`src/rtl/icinv_pkg.sv`:
```
package icinv_pkg;
    typedef enum logic [1:0] {
        ST_IDLE = 2'd0,
        ST_WALK = 2'd1,
        ST_ADDR = 2'd2,
        ST_FIN  = 2'd3
    } icinv_state_e;

    typedef enum logic {
        OP_ALL  = 1'b0,
        OP_ADDR = 1'b1
    } icinv_op_e;
endpackage

```
`src/rtl/icinv_mode.sv`:
```
module icinv_mode (
    input  logic dbg_halted,
    input  logic sec_user,
    input  logic sec_priv_dbg_ok,
    output logic restricted
);
    // Protected behaviour needs all three context conditions at once.
    always_comb begin
        restricted = dbg_halted && sec_user && !sec_priv_dbg_ok;
    end
endmodule

```
`src/rtl/icinv_tag_store.sv`:
```
module icinv_tag_store #(
    parameter int LINES       = 16,
    parameter int TAG_W       = 8,
    parameter bit LOCK_ENABLE = 1'b1,
    localparam int IDX_W      = $clog2(LINES)
) (
    input  logic             clk,
    input  logic             rst,
    input  logic             fill_en,
    input  logic [IDX_W-1:0] fill_idx,
    input  logic [TAG_W-1:0] fill_tag,
    input  logic             fill_lock,
    input  logic             clr_en,
    input  logic [IDX_W-1:0] clr_idx,
    input  logic             clr_protect,
    input  logic [IDX_W-1:0] probe_idx,
    output logic             probe_valid,
    output logic             probe_lock,
    output logic [TAG_W-1:0] probe_tag,
    input  logic [IDX_W-1:0] rd_idx,
    output logic             rd_valid,
    output logic             rd_lock,
    output logic [TAG_W-1:0] rd_tag
);
    logic [LINES-1:0] valid_q;
    logic [LINES-1:0] lock_eff;
    logic [TAG_W-1:0] tag_q [LINES];

    always_ff @(posedge clk) begin
        if (rst) begin
            valid_q <= '0;
        end else begin
            if (clr_en && !(clr_protect && lock_eff[clr_idx])) begin
                valid_q[clr_idx] <= 1'b0;
            end
            if (fill_en) begin
                valid_q[fill_idx] <= 1'b1;
            end
        end
    end

    always_ff @(posedge clk) begin
        if (fill_en) begin
            tag_q[fill_idx] <= fill_tag;
        end
    end

    generate
        if (LOCK_ENABLE) begin : g_lock
            logic [LINES-1:0] lock_q;
            always_ff @(posedge clk) begin
                if (rst) begin
                    lock_q <= '0;
                end else if (fill_en) begin
                    lock_q[fill_idx] <= fill_lock;
                end
            end
            assign lock_eff = lock_q;
        end else begin : g_nolock
            assign lock_eff = '0;
        end
    endgenerate

    always_comb begin
        probe_valid = valid_q[probe_idx];
        probe_lock  = lock_eff[probe_idx];
        probe_tag   = tag_q[probe_idx];
        rd_valid    = valid_q[rd_idx];
        rd_lock     = lock_eff[rd_idx];
        rd_tag      = tag_q[rd_idx];
    end


    locked_keep_chk: assert property (@(posedge clk) disable iff (rst)
        (clr_en && clr_protect && lock_eff[clr_idx] && !fill_en)
        |=> valid_q[$past(clr_idx)] == $past(valid_q[clr_idx]));


    fill_sets_chk: assert property (@(posedge clk) disable iff (rst)
        fill_en |=> valid_q[$past(fill_idx)]);
endmodule

```
`src/rtl/icinv_fsm.sv`:
```
module icinv_fsm
    import icinv_pkg::*;
#(
    parameter int LINES         = 16,
    parameter int TAG_W         = 8,
    parameter bit ABORT_ON_ALL  = 1'b1,
    parameter bit ABORT_ON_ADDR = 1'b1,
    localparam int IDX_W        = $clog2(LINES)
) (
    input  logic             clk,
    input  logic             rst,
    input  logic             cmd_valid,
    input  logic             cmd_op,
    input  logic [TAG_W-1:0] cmd_tag,
    input  logic [IDX_W-1:0] cmd_idx,
    input  logic             restricted,
    input  logic             probe_valid,
    input  logic             probe_lock,
    input  logic [TAG_W-1:0] probe_tag,
    output logic [IDX_W-1:0] probe_idx,
    output logic             clr_en,
    output logic             clr_protect,
    output logic             busy,
    output logic             done,
    output logic             abort,
    output logic             bp_flush
);
    localparam logic [IDX_W-1:0] LAST_IDX = IDX_W'(LINES - 1);

    icinv_state_e     state_q, state_d;
    logic [IDX_W-1:0] idx_q, idx_d;
    logic [TAG_W-1:0] tag_q, tag_d;
    logic             restr_q, restr_d;
    logic             abort_q, abort_d;
    logic             bp_q, bp_d;
    logic             hit;

    assign hit = probe_valid && (probe_tag == tag_q);

    always_comb begin
        state_d = state_q;
        idx_d   = idx_q;
        tag_d   = tag_q;
        restr_d = restr_q;
        abort_d = abort_q;
        bp_d    = 1'b0;
        unique case (state_q)
            ST_IDLE: begin
                if (cmd_valid) begin
                    restr_d = restricted;
                    abort_d = 1'b0;
                    tag_d   = cmd_tag;
                    if (icinv_op_e'(cmd_op) == OP_ALL) begin
                        state_d = ST_WALK;
                        idx_d   = '0;
                        bp_d    = 1'b1;
                    end else begin
                        state_d = ST_ADDR;
                        idx_d   = cmd_idx;
                    end
                end
            end
            ST_WALK: begin
                if (ABORT_ON_ALL && restr_q && probe_lock) begin
                    abort_d = 1'b1;
                end
                if (idx_q == LAST_IDX) begin
                    state_d = ST_FIN;
                end else begin
                    idx_d = idx_q + 1'b1;
                end
            end
            ST_ADDR: begin
                if (ABORT_ON_ADDR && restr_q && probe_lock && hit) begin
                    abort_d = 1'b1;
                end
                state_d = ST_FIN;
            end
            ST_FIN: begin
                state_d = ST_IDLE;
            end
        endcase
    end

    always_ff @(posedge clk) begin
        if (rst) begin
            state_q <= ST_IDLE;
            idx_q   <= '0;
            tag_q   <= '0;
            restr_q <= 1'b0;
            abort_q <= 1'b0;
            bp_q    <= 1'b0;
        end else begin
            state_q <= state_d;
            idx_q   <= idx_d;
            tag_q   <= tag_d;
            restr_q <= restr_d;
            abort_q <= abort_d;
            bp_q    <= bp_d;
        end
    end

    always_comb begin
        busy        = (state_q != ST_IDLE);
        done        = (state_q == ST_FIN);
        abort       = (state_q == ST_FIN) && abort_q;
        bp_flush    = bp_q;
        probe_idx   = idx_q;
        clr_protect = restr_q;
        clr_en      = (state_q == ST_WALK) || ((state_q == ST_ADDR) && hit);
    end


    bp_single_chk: assert property (@(posedge clk) disable iff (rst)
        bp_flush |=> !bp_flush);


    done_busy_chk: assert property (@(posedge clk) disable iff (rst)
        done |-> busy);


    fin_idle_chk: assert property (@(posedge clk) disable iff (rst)
        done |=> !busy);


    abort_done_chk: assert property (@(posedge clk) disable iff (rst)
        abort |-> done);
endmodule

```
`src/rtl/icache_inval_ctrl.sv`:
```
module icache_inval_ctrl #(
    parameter int LINES         = 16,
    parameter int TAG_W         = 8,
    parameter bit LOCK_ENABLE   = 1'b1,
    parameter bit ABORT_ON_ALL  = 1'b1,
    parameter bit ABORT_ON_ADDR = 1'b1,
    localparam int IDX_W        = $clog2(LINES)
) (
    input  logic                   clk,
    input  logic                   rst,
    input  logic                   cmd_valid,
    input  logic                   cmd_op,
    input  logic [TAG_W+IDX_W-1:0] cmd_addr,
    input  logic                   dbg_halted,
    input  logic                   sec_user,
    input  logic                   sec_priv_dbg_ok,
    input  logic                   fill_en,
    input  logic [IDX_W-1:0]       fill_idx,
    input  logic [TAG_W-1:0]       fill_tag,
    input  logic                   fill_lock,
    input  logic [IDX_W-1:0]       rd_idx,
    output logic                   rd_valid,
    output logic                   rd_lock,
    output logic [TAG_W-1:0]       rd_tag,
    output logic                   busy,
    output logic                   done,
    output logic                   abort,
    output logic                   bp_flush
);
    logic             restricted;
    logic [IDX_W-1:0] probe_idx;
    logic             probe_valid, probe_lock;
    logic [TAG_W-1:0] probe_tag;
    logic             clr_en, clr_protect;
    logic             fill_gated;

    assign fill_gated = fill_en && !busy;

    icinv_mode u_mode (
        .dbg_halted      (dbg_halted),
        .sec_user        (sec_user),
        .sec_priv_dbg_ok (sec_priv_dbg_ok),
        .restricted      (restricted)
    );

    icinv_tag_store #(
        .LINES       (LINES),
        .TAG_W       (TAG_W),
        .LOCK_ENABLE (LOCK_ENABLE)
    ) u_store (
        .clk         (clk),
        .rst         (rst),
        .fill_en     (fill_gated),
        .fill_idx    (fill_idx),
        .fill_tag    (fill_tag),
        .fill_lock   (fill_lock),
        .clr_en      (clr_en),
        .clr_idx     (probe_idx),
        .clr_protect (clr_protect),
        .probe_idx   (probe_idx),
        .probe_valid (probe_valid),
        .probe_lock  (probe_lock),
        .probe_tag   (probe_tag),
        .rd_idx      (rd_idx),
        .rd_valid    (rd_valid),
        .rd_lock     (rd_lock),
        .rd_tag      (rd_tag)
    );

    icinv_fsm #(
        .LINES         (LINES),
        .TAG_W         (TAG_W),
        .ABORT_ON_ALL  (ABORT_ON_ALL),
        .ABORT_ON_ADDR (ABORT_ON_ADDR)
    ) u_fsm (
        .clk         (clk),
        .rst         (rst),
        .cmd_valid   (cmd_valid),
        .cmd_op      (cmd_op),
        .cmd_tag     (cmd_addr[TAG_W+IDX_W-1:IDX_W]),
        .cmd_idx     (cmd_addr[IDX_W-1:0]),
        .restricted  (restricted),
        .probe_valid (probe_valid),
        .probe_lock  (probe_lock),
        .probe_tag   (probe_tag),
        .probe_idx   (probe_idx),
        .clr_en      (clr_en),
        .clr_protect (clr_protect),
        .busy        (busy),
        .done        (done),
        .abort       (abort),
        .bp_flush    (bp_flush)
    );
endmodule

```
`config.mk`:
```
export PLATFORM = sky130hd
export DESIGN_NAME = icache_inval_ctrl
export DESIGN_NICKNAME = d
export VERILOG_FILES = /design/src/rtl/icinv_pkg.sv /design/src/rtl/icinv_mode.sv /design/src/rtl/icinv_tag_store.sv /design/src/rtl/icinv_fsm.sv /design/src/rtl/icache_inval_ctrl.sv
export SDC_FILE = /design/constraint.sdc
export NUM_CORES = 1
export LEC_CHECK = 0
export BUFFER_PORTS_ARGS = -buffer_cell sky130_fd_sc_hd__clkbuf_2
export CORE_UTILIZATION = 44
export DETAILED_ROUTE_END_ITERATION = 12
export GPL_TIMING_DRIVEN = 0
export PLACE_DENSITY = 0.71
export SLEW_MARGIN = 20
export SYNTH_ARGS = -nofsm -noshare
export SYNTH_HDL_FRONTEND = slang
export SYNTH_SLANG_ARGS = --single-unit
```
`constraint.sdc`:
```
create_clock -name clk -period 3.1 [get_ports clk]
set_input_delay 0.465 -clock clk [delete_from_list [all_inputs] [get_ports clk]]
set_output_delay 0.465 -clock clk [all_outputs]
set_load 0.01 [all_outputs]
```
=== Word level (Yosys, flattened, before mapping) ===
Memories as Yosys holds them, arrays and structs flattened. A register that Yosys moved wholly into a read port is not among the register bits.
Cells that the tools add are included.

* Output and inout bits: 14
* Bits in writable memories: 128
* Memories kept: 1
* Input bits: 37
* Word-level logic and storage cells: 87
* Flip-flop bits (word level): 49

* Bitwise logic cells: 5
* Reductions and logical operators: 24
* Add/sub/neg operators: 1
* $lt $le $gt $ge: 5
* Eq/ne operators: 10
* Multiplexer cells: 33

{| class="wikitable"
|+ Memories
! name !! depth !! bits a word !! rd ports !! clocked after memory_dff !! wr ports !! RTL line !! RTL
|-
| u_store.tag_q || 16 || 8 || 2 || 1 || 1 || icinv_tag_store.sv:27 || <nowiki>logic [TAG_W-1:0] tag_q [LINES];</nowiki>
|}

{| class="wikitable"
|+ Operators by type and width
! kind !! number
|-
| 2-to-1 mux 16 bit || 3
|-
| 2-to-1 mux 4 bit || 5
|-
| AND 16 bit || 1
|-
| binary-select mux 1 bit (select 4 bit) || 4
|-
| bitwise mux 16 bit || 1
|-
| NOT 16 bit || 1
|-
| bitwise OR 16 bit || 1
|-
| < comparator 4 x 5 -> 1 bit (second input constant) || 3
|-
| 2-to-1 mux 1 bit || 12
|-
| logical AND 1 bit || 11
|-
| demux 1 bit (select 4 bit) || 2
|-
| equality test 8 bit || 1
|-
| greater-or-equal comparator 4 x 1 -> 1 bit (second input constant) || 2
|-
| one-hot mux 2 bit (4 select lines) || 1
|-
| one-hot mux 4 bit (2 select lines) || 1
|-
| 2-to-1 mux 2 bit || 3
|-
| != test 2 x 1 -> 1 bit (second input constant) || 3
|-
| adder 4 x 1 -> 4 bit (second input constant) || 1
|-
| equality test 2 bit (second input constant) || 2
|-
| equality test 4 bit (second input constant) || 1
|-
| != test 2 bit (second input constant) || 2
|-
| AND reduction 2 bit || 2
|-
| AND reduction 4 bit || 1
|-
| nonzero test 2 bit || 2
|-
| other kinds (9) || 12
|}

=== Logic depth before layout (Yosys ltp) ===
Gate-level depths: netlist (run 1).

* Depth in word-level cells: 10
* Mapped depth: 10

=== Cells and area by module ===
Synthesis (run 1) repeated with hierarchy kept, for this count alone.

* Cell total of the unflattened synthesis: 608
* Area, all modules: 8758.4 µm²

{| class="wikitable"
|+ By module, submodules not included
! module !! instances !! cells each !! area each (µm²) !! seq. area each (µm²)
|-
| icinv_tag_store || 1 || 493 || 7820.0 || 4484.3
|-
| icinv_fsm || 1 || 113 || 915.9 || 340.3
|-
| icache_inval_ctrl || 1 || 1 || 13.8 || 0.0
|-
| icinv_mode || 1 || 1 || 8.8 || 0.0
|}

=== Worst setup path before layout (run 1) ===
OpenSTA, ideal clock, no wires.

* Kind: reg-to-reg
* Start: register with a tool-made name
* End: register u_store.valid_q[0]
* Path slack: 0.225 ns
* Data arrival time: 2.737 ns
* Path buffers: 1
* Stages on the path, launching flop included: 9
* Clock period less this slack: 2.875 ns
* Cell sequence: dfxtp_1 buf_6 mux4_1 mux4_2 xnor2_1 o31ai_1 or4_4 o31ai_4 a211oi_1

{| class="wikitable"
|+ RTL lines
! what !! RTL line !! RTL
|-
| end signal: assignment || icinv_tag_store.sv:31 || <nowiki>valid_q <= '0;</nowiki>
|-
| end signal: indexed assignment || icinv_tag_store.sv:34 || <nowiki>valid_q[clr_idx] <= 1'b0;</nowiki>
|-
| end signal: indexed assignment || icinv_tag_store.sv:37 || <nowiki>valid_q[fill_idx] <= 1'b1;</nowiki>
|-
| end: declaration || icinv_tag_store.sv:25 || <nowiki>logic [LINES-1:0] valid_q;</nowiki>
|}

=== Worst setup path in the final report (run 1) ===
* Start: input port rd_idx[1]
* End: output port rd_tag[2]

* Cells in the longest elaborated chain, start to end: 1

{| class="wikitable"
|+ RTL lines
! what !! RTL line !! RTL
|-
| start: declaration || icache_inval_ctrl.sv:21 || <nowiki>input logic [IDX_W-1:0] rd_idx,</nowiki>
|-
| memory (16 x 8 bit) || -- ||
|-
| end: declaration || icache_inval_ctrl.sv:24 || <nowiki>output logic [TAG_W-1:0] rd_tag,</nowiki>
|}

Every way passes these cells.

==> qor.txt, run 1 <==
Mean Syn Cell Area = 14.80 sq um
final period utilization = 0.9809
Final Instance Count excl. Fillers = 958
Ports = 51
final count of negative-setup-slack endpoints = 0
leakage = 3.426 nW
cell count after placement = 924
critical path required time = 2.63 ns
Worst-Margin Slew = 1.055 ns
Initial Util = 0.4527
Worst VDD drop = 0.0003853 V
clock root buffer = clkbuf_16
Hold Crit Start = cmd_addr[8]
WL/cell = 27.08 um
ys async rst share = 0
total die area = 0.02079 sq mm
Power Dens Cells = 717.4 mW/mm^2
DRT Pass-1 Iters = 5
f_max = 328.9 MHz
core footprint = 0.01965 sq mm
Final nets = 726
layout filler cell count = 1605
Synth Cell Area = 0.008897 sq mm
Synth Instances = 601
most common cell after layout, fill and taps aside = edfxtp_1
R2R Setup Slk = 0.06 ns
Routed WL = 25950 um
setup tns final = 0 ns
CTS Sinks = 181
antenna violations before repair = 0
Reg clk slew, reported paths = 0.07 ns
die width = 144.2 um
crit path launch type = primary input
RR Endpoint = u_store.valid_q[14]
outcome = completed
# DRC = 0
FP Rows = 51
total grt overflow = 0
Final ANT Viol Nets = 0
crit path DAT = 2.58 ns
worst-case clock buffer depth = 2
sequential element share of the synthesized area = 0.5513
DR vias = 6119
unrepaired setup endpoints after global routing = no
Yosys cell types = 48
GPL Wtd Cong = 0.9299
clock latency on the worst-skew pair = 0.45 ns
final core utilization = 0.5309
#FFs+latches synth = 181
most frequent cells in the layout = 128 x edfxtp_1, 81 x mux4_2, 56 x clkbuf_2
Layout Area Growth over Synthesis = 17.27%
first-pass GRT wire length = 37940 um
crit path kind = primary input to output port
hold crit path type = primary input to register
Ys Warns = 0
die span in y = 144.2 um
dpl hpwl = 18010 um
max-cap violations = 0
n_diodes = 0
largest net degree at the start of global routing = 18
GRT Util Overall = 0.2611
Pins Over Slew Limit = 0
Post-synth EDFFs = 128
layout cells sized above 1 = 0.3377
Hold WS = 0.2490 ns
cts hold-fix bufs = 0
clock period minus worst slack = 3.041 ns
CTS Buf Count = 17
crit end category = output port
input/output buffers = 47
First DRT Iteration DRCs = 807
Vias/cell = 6.387
Worst slew margin = 0.2969
Hold Crit Depth = 3
Reg2Reg Depth = 9
vias in the first global route = 6158
CTS tree = built
Hold Vio Cnt, Final = 0
Syn Nets = 647
worst clock skew = 0.01008 ns
Top FF cell, synth = edfxtp_1
H-tree depth = 4
Pwr Total = 7.485 mW
Hold Path End = u_fsm.tag_q[4]
CP Max Fanout = 10
-- repair_timing --
item / in CTS / in global routing
setup endpoints to repair: 26 / 19
resized for setup: 25 / 31
pin swaps: 2 / 6
setup buffers: 3 / 0
-- worst max-delay path, cell delays in order --
cell      delay (ns)
clkbuf_2        0.19
clkbuf_2        0.39
clkbuf_2        0.49
mux4_2          0.38
mux4_2          0.50
clkbuf_2        0.15
-- cell type report --
class                   instances  area, sq um  share of cell area
inverters                       7        26.28            0.002518
well taps                     265        331.6             0.03178
repair buffers                 61        401.6             0.03849
flip-flops and latches        181         4913              0.4709
clock inverters                15        215.2             0.02063
multi-input cells             375         3890              0.3728
plain buffers                  37        230.2             0.02206
clock buffers                  17        425.4             0.04077
-- state kept, by name, summed over array words and instances, names as in the netlist, named ones only --
| name | count |
|---|---|
| u_fsm.state_q | 2 |
| u_fsm.tag_q | 8 |
| u_store.valid_q | 16 |
| u_store.g_lock.lock_q | 16 |
| u_store.tag_q | 128 |
| u_fsm.clr_protect | 1 |
| u_fsm.abort_q | 1 |
| u_fsm.bp_flush | 1 |
| u_fsm.probe_idx | 4 |
-- synth_stat cells (2+ instances only) --
master | instances | share of area
edfxtp_1 | 128 | 0.43
mux4_2 | 76 | 0.19
nor2_1 | 62 | 0.026
dfxtp_1 | 53 | 0.12
mux2i_1 | 34 | 0.038
nand2_1 | 33 | 0.014
a211oi_1 | 23 | 0.019
clkbuf_1 | 22 | 0.0093
a21oi_1 | 20 | 0.011
nor2b_1 | 13 | 0.0091
a22oi_1 | 12 | 0.010
buf_1 | 10 | 0.0042
ha_1 | 9 | 0.013
nor3_1 | 9 | 0.0051
mux4_1 | 8 | 0.024
inv_1 | 7 | 0.0030
nand3_1 | 7 | 0.0039
nor3b_1 | 6 | 0.0051
o21ai_0 | 6 | 0.0034
and2_1 | 5 | 0.0035
buf_2 | 5 | 0.0028
nand2b_1 | 5 | 0.0035
nand3b_1 | 5 | 0.0042
nand4_1 | 4 | 0.0028
a21boi_0 | 3 | 0.0025
and3b_1 | 3 | 0.0030
nand4b_1 | 3 | 0.0030
o31ai_4 | 3 | 0.0072
or3_1 | 3 | 0.0021
a221oi_1 | 2 | 0.0020
a22o_1 | 2 | 0.0020
and4b_1 | 2 | 0.0023
mux2_2 | 2 | 0.0025
nor4_1 | 2 | 0.0014
-- worst max-delay path by stage --
stage | startpoint | endpoint | slack, ns | depth (start not counted)
6_report | rd_idx[1] | rd_tag[2] | 0.06 | 6
5_1_grt | register | u_store.valid_q[15] | 0.005 | 8
4_1_cts | rd_idx[1] | rd_lock | 0.01 | 6
3_5_place_dp | register | u_store.valid_q[11] | -0.58 | 10
3_3_place_gp | u_fsm.state_q[0] | u_store.g_lock.lock_q[0] | -0.66 | 8
2_1_floorplan | register | u_store.valid_q[0] | 0.22 | 8
-- metal layers --
metal | wire, um | GRT usage | vias to the layer above
met1 | 9634 | 0.3366 | 3078
met2 | 12710 | 0.4244 | 417
met5 | 0 | 0 | -
met4 | 867 | 0.1152 | 0
li1 | - | - | 2564
met3 | 2736 | 0.05762 | 60
-- power by group --
group | switching (mW) | internal, mW | total (mW)
sequential | 0.139 | 2.73 | 2.87
combinational | 1.27 | 0.978 | 2.25
clock | 0.995 | 1.37 | 2.37
-- cell families after synthesis --
kind of cell | count (synthesis) | share of synthesized area
compound gates | 78 | 0.06357
xor+xnor | 1 | 0.0009846
flops | 181 | 0.5513
buf+inv | 45 | 0.02053
simple gates | 167 | 0.09422
mux | 120 | 0.2568
fa+ha+maj | 9 | 0.01266
-- per-stage QoR --
stage          instance area [sq um]  worst slack [ns]
5_1_grt                        10430          0.005036
2_1_floorplan                   8897            0.2246
3_3_place_gp                    9464           -0.6649
6_report                       10430           0.05921
3_5_place_dp                    9641           -0.5757
4_1_cts                        10370           0.01048
(Power assumes the default switching activity.)
==> run 2: changes to the inputs <==
GPL_TIMING_DRIVEN = unset   (was 0)
SYNTH_HIERARCHICAL = 1   (was unset)
==> run 2 against run 1 <==
Effect of this change:
- the flow now finishes with violations (setup timing)
- via count fell by 2.0%
- non-clock buffer count fell by 6
- sequential share of layout area barely moved
- critical path depth rose by 6
- wire length fell by 9.6%
- worst hold slack improved by 0.016 ns
- sequential cell count fell by 4
- synthesized cell count rose by 1.2%
- synthesized area fell by 1.6%
- worst setup slack got worse by 0.090 ns
- largest cell class unchanged
- clock-buffer cell count did not move
- clock skew barely moved
==> qor.txt, run 2 <==
R2R Setup Slk = -0.03 ns
CTS Sinks = 177
Hold Crit Start = cmd_addr[7]
Critical Path Sink = u_store/valid_q[5]
critical path required time = 3.37 ns
Synth Cell Area = 0.008758 sq mm
Initial Util = 0.4500
ys async rst share = 0
failing checks = setup timing
total grt overflow = 0
share of the synthesized area in the top cell type = 0.4389
FP Rows = 51
GPL Wtd Cong = 0.8814
Power Dens Cells = 700.7 mW/mm^2
DP Area = 0.009453 sq mm
CTS tree = built
# DRC = 0
most common cell after layout, fill and taps aside = edfxtp_1
antenna violations before repair = 0
clock latency on the worst-skew pair = 0.43 ns
Yosys cell types = 45
vias in the first global route = 5943
Pins Over Slew Limit = 0
final core utilization = 0.5270
crit path DAT = 3.40 ns
final instance area = 0.01026 sq mm
core footprint = 0.01946 sq mm
final period utilization = 1.010
crit end category = register
Top reg by flops = u_store/tag_q
layout cells sized above 1 = 0.3032
die width = 143.1 um
Post-synth EDFFs = 128
Worst-Margin Slew = 1.227 ns
outcome = finished, violations left
worst clock skew = 0.009760 ns
Syn Nets = 650
top area cells in the synthesized netlist = edfxtp_1 44%, mux4_2 14%, dfxtp_1 11%
max-cap violations = 0
hold crit path type = primary input to register
Worst slew margin = 0.1805
first-pass GRT wire length = 35440 um
H-tree depth = 4
worst-case clock buffer depth = 2
Mean Syn Cell Area = 14.41 sq um
Reg clk slew, reported paths = 0.07 ns
Final WS setup = -0.03107 ns
n_diodes = 0
most frequent cells in the layout = 128 x edfxtp_1, 84 x nand2_1, 56 x mux4_2
DR vias = 5996
layout filler cell count = 1559
First DRT Iteration DRCs = 650
Ys Warns = 6
dpl hpwl = 15660 um
RR Endpoint = u_store/valid_q[5]
largest net degree at the start of global routing = 51
total die area = 0.02047 sq mm
Routed WL = 23470 um
Layout Area Growth over Synthesis = 17.11%
clock root buffer = clkbuf_16
Final nets = 725
#FFs+latches synth = 177
Reg2Reg Depth = 12
biggest area consumer among synthesized cells = edfxtp_1
WL/cell = 24.42 um
count leader, synth = edfxtp_1
final count of negative-setup-slack endpoints = 4
Ports = 51
die span in y = 143.1 um
crit path from = u_fsm/probe_idx[2]
Synth top cells by count = 128 x edfxtp_1, 87 x nand2_1, 56 x mux4_2, 49 x dfxtp_1, 45 x a21oi_1
Hold Vio Cnt, Final = 0
input/output buffers = 50
Top FF cell, synth = edfxtp_1
unrepaired setup endpoints after global routing = yes
Vias/cell = 6.239
CP Max Fanout = 8
Final ANT Viol Nets = 0
DRT Pass-1 Iters = 5
crit path launch type = register
clock period minus worst slack = 3.131 ns
Top Registers = u_store/tag_q (128), u_store/g_lock.lock_q (16), u_store/valid_q (16)
leakage = 3.636 nW
crit path kind = register to register
max reg flops = 128
sequential element share of the synthesized area = 0.5509
Worst VDD drop = 0.0004400 V
Synth Instances = 608
RR Startpoint = u_fsm/probe_idx[2]
GRT Util Overall = 0.2425
CTS Buf Count = 17
f_max = 319.4 MHz
-- run 2: cells by family (layout without fill, tap and decap cells) --
group	Yosys count	after routing	share of synthesized area
DFF	177	177	0.5509
and+or+nand+nor	148	148	0.07786
AOI/OAI and AO/OA	119	119	0.09143
muxes	92	92	0.2297
buffers and inverters	59	147	0.03500
xor gates and xnor gates	8	8	0.008000
adders and majority gates	5	5	0.007143
-- run 2: worst min path at each step --
stage	cells past startpoint	endpoint	slack, ns
floorplan	2	u_fsm/abort_q	0.44
global placement	2	u_fsm/tag_q[1]	0.46
detailed placement	2	u_fsm/abort_q	0.47
CTS	3	u_fsm/tag_q[3]	0.25
global route	3	u_fsm/tag_q[3]	0.27
finish	3	u_fsm/tag_q[3]	0.27
-- run 2: final cells by class --
| class | instances | area (sq um) | share of cell area |
|---|---|---|---|
| inverter | 23 | 86.33 | 0.008417 |
| multi-input combinational | 372 | 3760 | 0.3666 |
| clock inverter | 15 | 156.4 | 0.01525 |
| timing repair buffer | 92 | 665.6 | 0.06489 |
| tap | 265 | 331.6 | 0.03233 |
| clock buffer | 17 | 425.4 | 0.04147 |
| sequential | 177 | 4832 | 0.4711 |
-- run 2: routing by layer --
metal	vias up	share of wire	track usage
li1	2586	-	-
met1	3019	0.41	0.3269
met2	366	0.48	0.3833
met3	25	0.095	0.05701
met4	0	0.020	0.08829
met5	-	0	0
-- run 2: power breakdown --
part	internal [mW]	switching, mW	total [mW]
registers	2.65	0.124	2.77
clock network	1.07	0.994	2.06
logic	1.03	1.32	2.35
-- run 2: timing repair --
item | in CTS | in global routing
endpoints found under the hold margin | 0 | 0
gates cloned | 0 | 1
hold buffers | 0 | 0
buffers inserted | 4 | 3
pin swaps | 5 | 24
resized for setup | 5 | 24
endpoints found under the setup margin | 16 | 16
-- run 2: worst max-delay path: stages, from the launching register on --
cell and delay (ns):
dfxtp_1 0.34, nor2_1 0.78, a22oi_1 0.22, nand2_1 0.18, xor2_1 0.08, nor4_1 0.28
and3_1 0.22, a31o_2 0.16, nor2b_1 0.12, buf_4 0.18, nand2_2 0.10, o221ai_1 0.21
a21oi_1 0.09
-- run 2: stage by stage --
| step | setup slack [ns] | std cells | TNS [ns] | total power [mW] | hold slack, ns |
|---|---|---|---|---|---|
| 2_1_floorplan | 0.1008 | 608 | 0 | 4.223 | 0.4445 |
| 3_3_place_gp | -0.01786 | 921 | -0.03921 | 4.924 | 0.4632 |
| 3_5_place_dp | -0.06756 | 921 | -0.4631 | 4.967 | 0.4672 |
| 4_1_cts | 0.0007760 | 957 | 0 | 7.050 | 0.2545 |
| 5_1_grt | -0.1949 | 961 | -2.442 | 7.473 | 0.2660 |
| 6_report | -0.03107 | 961 | -0.1008 | 7.188 | 0.2653 |
==> run 3: changes to the inputs <==
ABC_AREA = 1   (was unset)
==> run 3 against run 2 <==
Effect of this change:
- the flow now finishes without violations
- wire length increased by 17%
- total power increased by 4.3%
- highest routed layer unchanged
- largest power group unchanged
- synthesized area increased by 8.0%
- fmax increased by 12%
- global-route usage increased by 0.97 points
- clock skew increased by 0.0032 ns
- largest cell class unchanged
- critical path depth increased by 4
- combinational power increased by 11%
- clock-buffer cell count increased by 1
- register-to-register slack improved by 0.35 ns
==> qor.txt, run 3 <==
most frequent cells in the layout = 186 x nand2_1, 147 x a21oi_1, 128 x edfxtp_1
cts hold-fix bufs = 0
Worst slew margin = 0.5324
Slowest cell on crit path = dfxtp_4
setup tns final = 0 ns
crit path DAT = 3.08 ns
Initial Util = 0.4500
WL/cell = 18.67 um
CTS Sinks = 177
Reg clk slew, reported paths = 0.07 ns
cell count after placement = 1433
DRT Pass-1 Iters = 5
CTS Buf Count = 17
Post-synth EDFFs = 128
most frequent CP cell = nand3_1
crit path launch type = register
Worst-Margin Slew = 0.6988 ns
Power Dens Cells = 694.8 mW/mm^2
Final nets = 1220
Top FF cell, synth = edfxtp_1
n_diodes = 0
biggest area consumer among synthesized cells = edfxtp_1
CP Max Fanout = 48
#FFs+latches synth = 177
Mean Syn Cell Area = 8.371 sq um
worst clock skew = 0.01297 ns
GPL Wtd Cong = 0.8901
die span in y = 148.6 um
Ys Warns = 6
DP Area = 0.01019 sq mm
final instance area = 0.01079 sq mm
final period utilization = 0.8981
input/output buffers = 50
core footprint = 0.02102 sq mm
Synth Cell Area = 0.009459 sq mm
Final WS setup = 0.3157 ns
critical path's top delay family = simple AND/OR/NAND/NOR gates
most common cell after layout, fill and taps aside = nand2_1
crit path kind = register to register
FP Rows = 53
dpl hpwl = 18060 um
total die area = 0.02209 sq mm
worst-case clock buffer depth = 2
antenna violations before repair = 0
share of the synthesized area in the top cell type = 0.4063
sequential element share of the synthesized area = 0.5101
count leader, synth = nand2_1
crit-path max cell delay = 0.60 ns
top area cells in the synthesized netlist = edfxtp_1 41%, dfxtp_1 10%, a21oi_1 7.8%
# DRC = 0
Routed WL = 27380 um
H-tree depth = 4
CTS tree = built
f_max = 359.2 MHz
DP Worst Slack = 0.2402 ns
Yosys cell types = 39
clock root buffer = clkbuf_16
layout cells sized above 1 = 0.1704
Synth Instances = 1130
clock latency on the worst-skew pair = 0.44 ns
First DRT Iteration DRCs = 1052
FF/Latch Area = 0.004832 sq mm
DR vias = 8422
Top reg by flops = u_store/tag_q
Hold Vio Cnt, Final = 0
crit end category = register
Final Instance Count excl. Fillers = 1466
Pins Over Slew Limit = 0
die width = 148.6 um
layout filler cell count = 1885
unrepaired setup endpoints after global routing = no
footprint of the multi-input gates = 0.003772 sq mm
leakage = 4.092 nW
max reg flops = 128
first-pass GRT wire length = 41880 um
Synth top cells by count = 186 x nand2_1, 147 x a21oi_1, 128 x edfxtp_1, 119 x inv_1, 111 x o21ai_0
Syn Nets = 1172
ys async rst share = 0
WP buf/inv = 4
Top Registers = u_store/tag_q (128), u_store/g_lock.lock_q (16), u_store/valid_q (16)
total grt overflow = 0
GRT Util Overall = 0.2523
Worst VDD drop = 0.0003968 V
max-cap violations = 0
Layout Area Growth over Synthesis = 14.06%
hold crit path type = primary input to register
critical path required time = 3.39 ns
clock period minus worst slack = 2.784 ns
vias in the first global route = 7572
largest net degree at the start of global routing = 93
final count of negative-setup-slack endpoints = 0
Ports = 51
Vias/cell = 5.745
Final ANT Viol Nets = 0
crit-path cells = buf_12 > buf_4 > nand2_1 > o211ai_1 > nand3_1 > nand3_1 > nand2_1 > inv_1 > nor2_1 > nor2_1 > nand3_1 > o31ai_2 > buf_4 > nand3_1 > nand2_1 > a21oi_1
outcome = completed
[run 3: stage by stage]
stage	utilization	hold WS [ns]	power, mW
floorplan	-	0.4392	4.563
global placement	0.4847	0.4495	5.332
detailed placement	0.4847	0.4511	5.364
CTS	0.5118	0.2743	7.432
global route	0.5132	0.2873	7.900
finish	0.5132	0.2898	7.496
[run 3: cell type report]
class	instances	area share
clock buffer	18	0.03978
tap	275	0.03189
multi-input combinational	737	0.3496
clock inverter	14	0.01299
timing repair buffer	104	0.06865
sequential	177	0.4479
inverter	141	0.04917
[run 3: cell families after synthesis]
| group | share of synthesized area |
|---|---|
| AO/OA/AOI/OAI | 0.2302 |
| flip-flops | 0.5101 |
| AND/OR/NAND/NOR | 0.1606 |
| XOR/XNOR | 0.0009261 |
| adder cells (fa/ha/maj) | 0.006614 |
| buffers and inverters | 0.09167 |
[run 3: final timing paths]
check / start / end / slack, ns / cells past startpoint
min reg2reg: u_store/valid_q[3] / u_store/valid_q[3] / 0.47 / 2
max: u_fsm/probe_idx[0] / u_store/valid_q[10] / 0.32 / 16
max reg2reg: u_fsm/probe_idx[0] / u_store/valid_q[10] / 0.32 / 16
min: cmd_addr[10] / u_fsm/tag_q[6] / 0.29 / 3
[run 3: report_power, final]
| group | switching [mW] | total, mW | internal (mW) |
|---|---|---|---|
| registers | 0.160 | 2.82 | 2.66 |
| logic | 1.72 | 2.60 | 0.881 |
| clock network | 1.00 | 2.07 | 1.07 |
[run 3: repair_timing]
item                       4_1_cts  5_1_grt
gates resized for setup          0        1
setup endpoints to repair        0       16
buffers inserted                 0        1
[run 3: layer usage]
layer / vias up / GRT usage / share of wire
li1: 4002 / - / -
met1: 3944 / 0.3392 / 0.41
met2: 420 / 0.4021 / 0.46
met3: 56 / 0.04969 / 0.092
met4: 0 / 0.09433 / 0.029
met5: - / 0 / 0
[run 3: worst reg2reg max path: stages (launching register included)]
cell      delay [ns]
dfxtp_4         0.60
buf_12          0.29
buf_4           0.20
nand2_1         0.06
o211ai_1        0.07
nand3_1         0.10
nand3_1         0.11
nand2_1         0.10
inv_1           0.08
nor2_1          0.04
nor2_1          0.11
nand3_1         0.12
o31ai_2         0.20
buf_4           0.30
nand3_1         0.13
nand2_1         0.10
a21oi_1         0.06
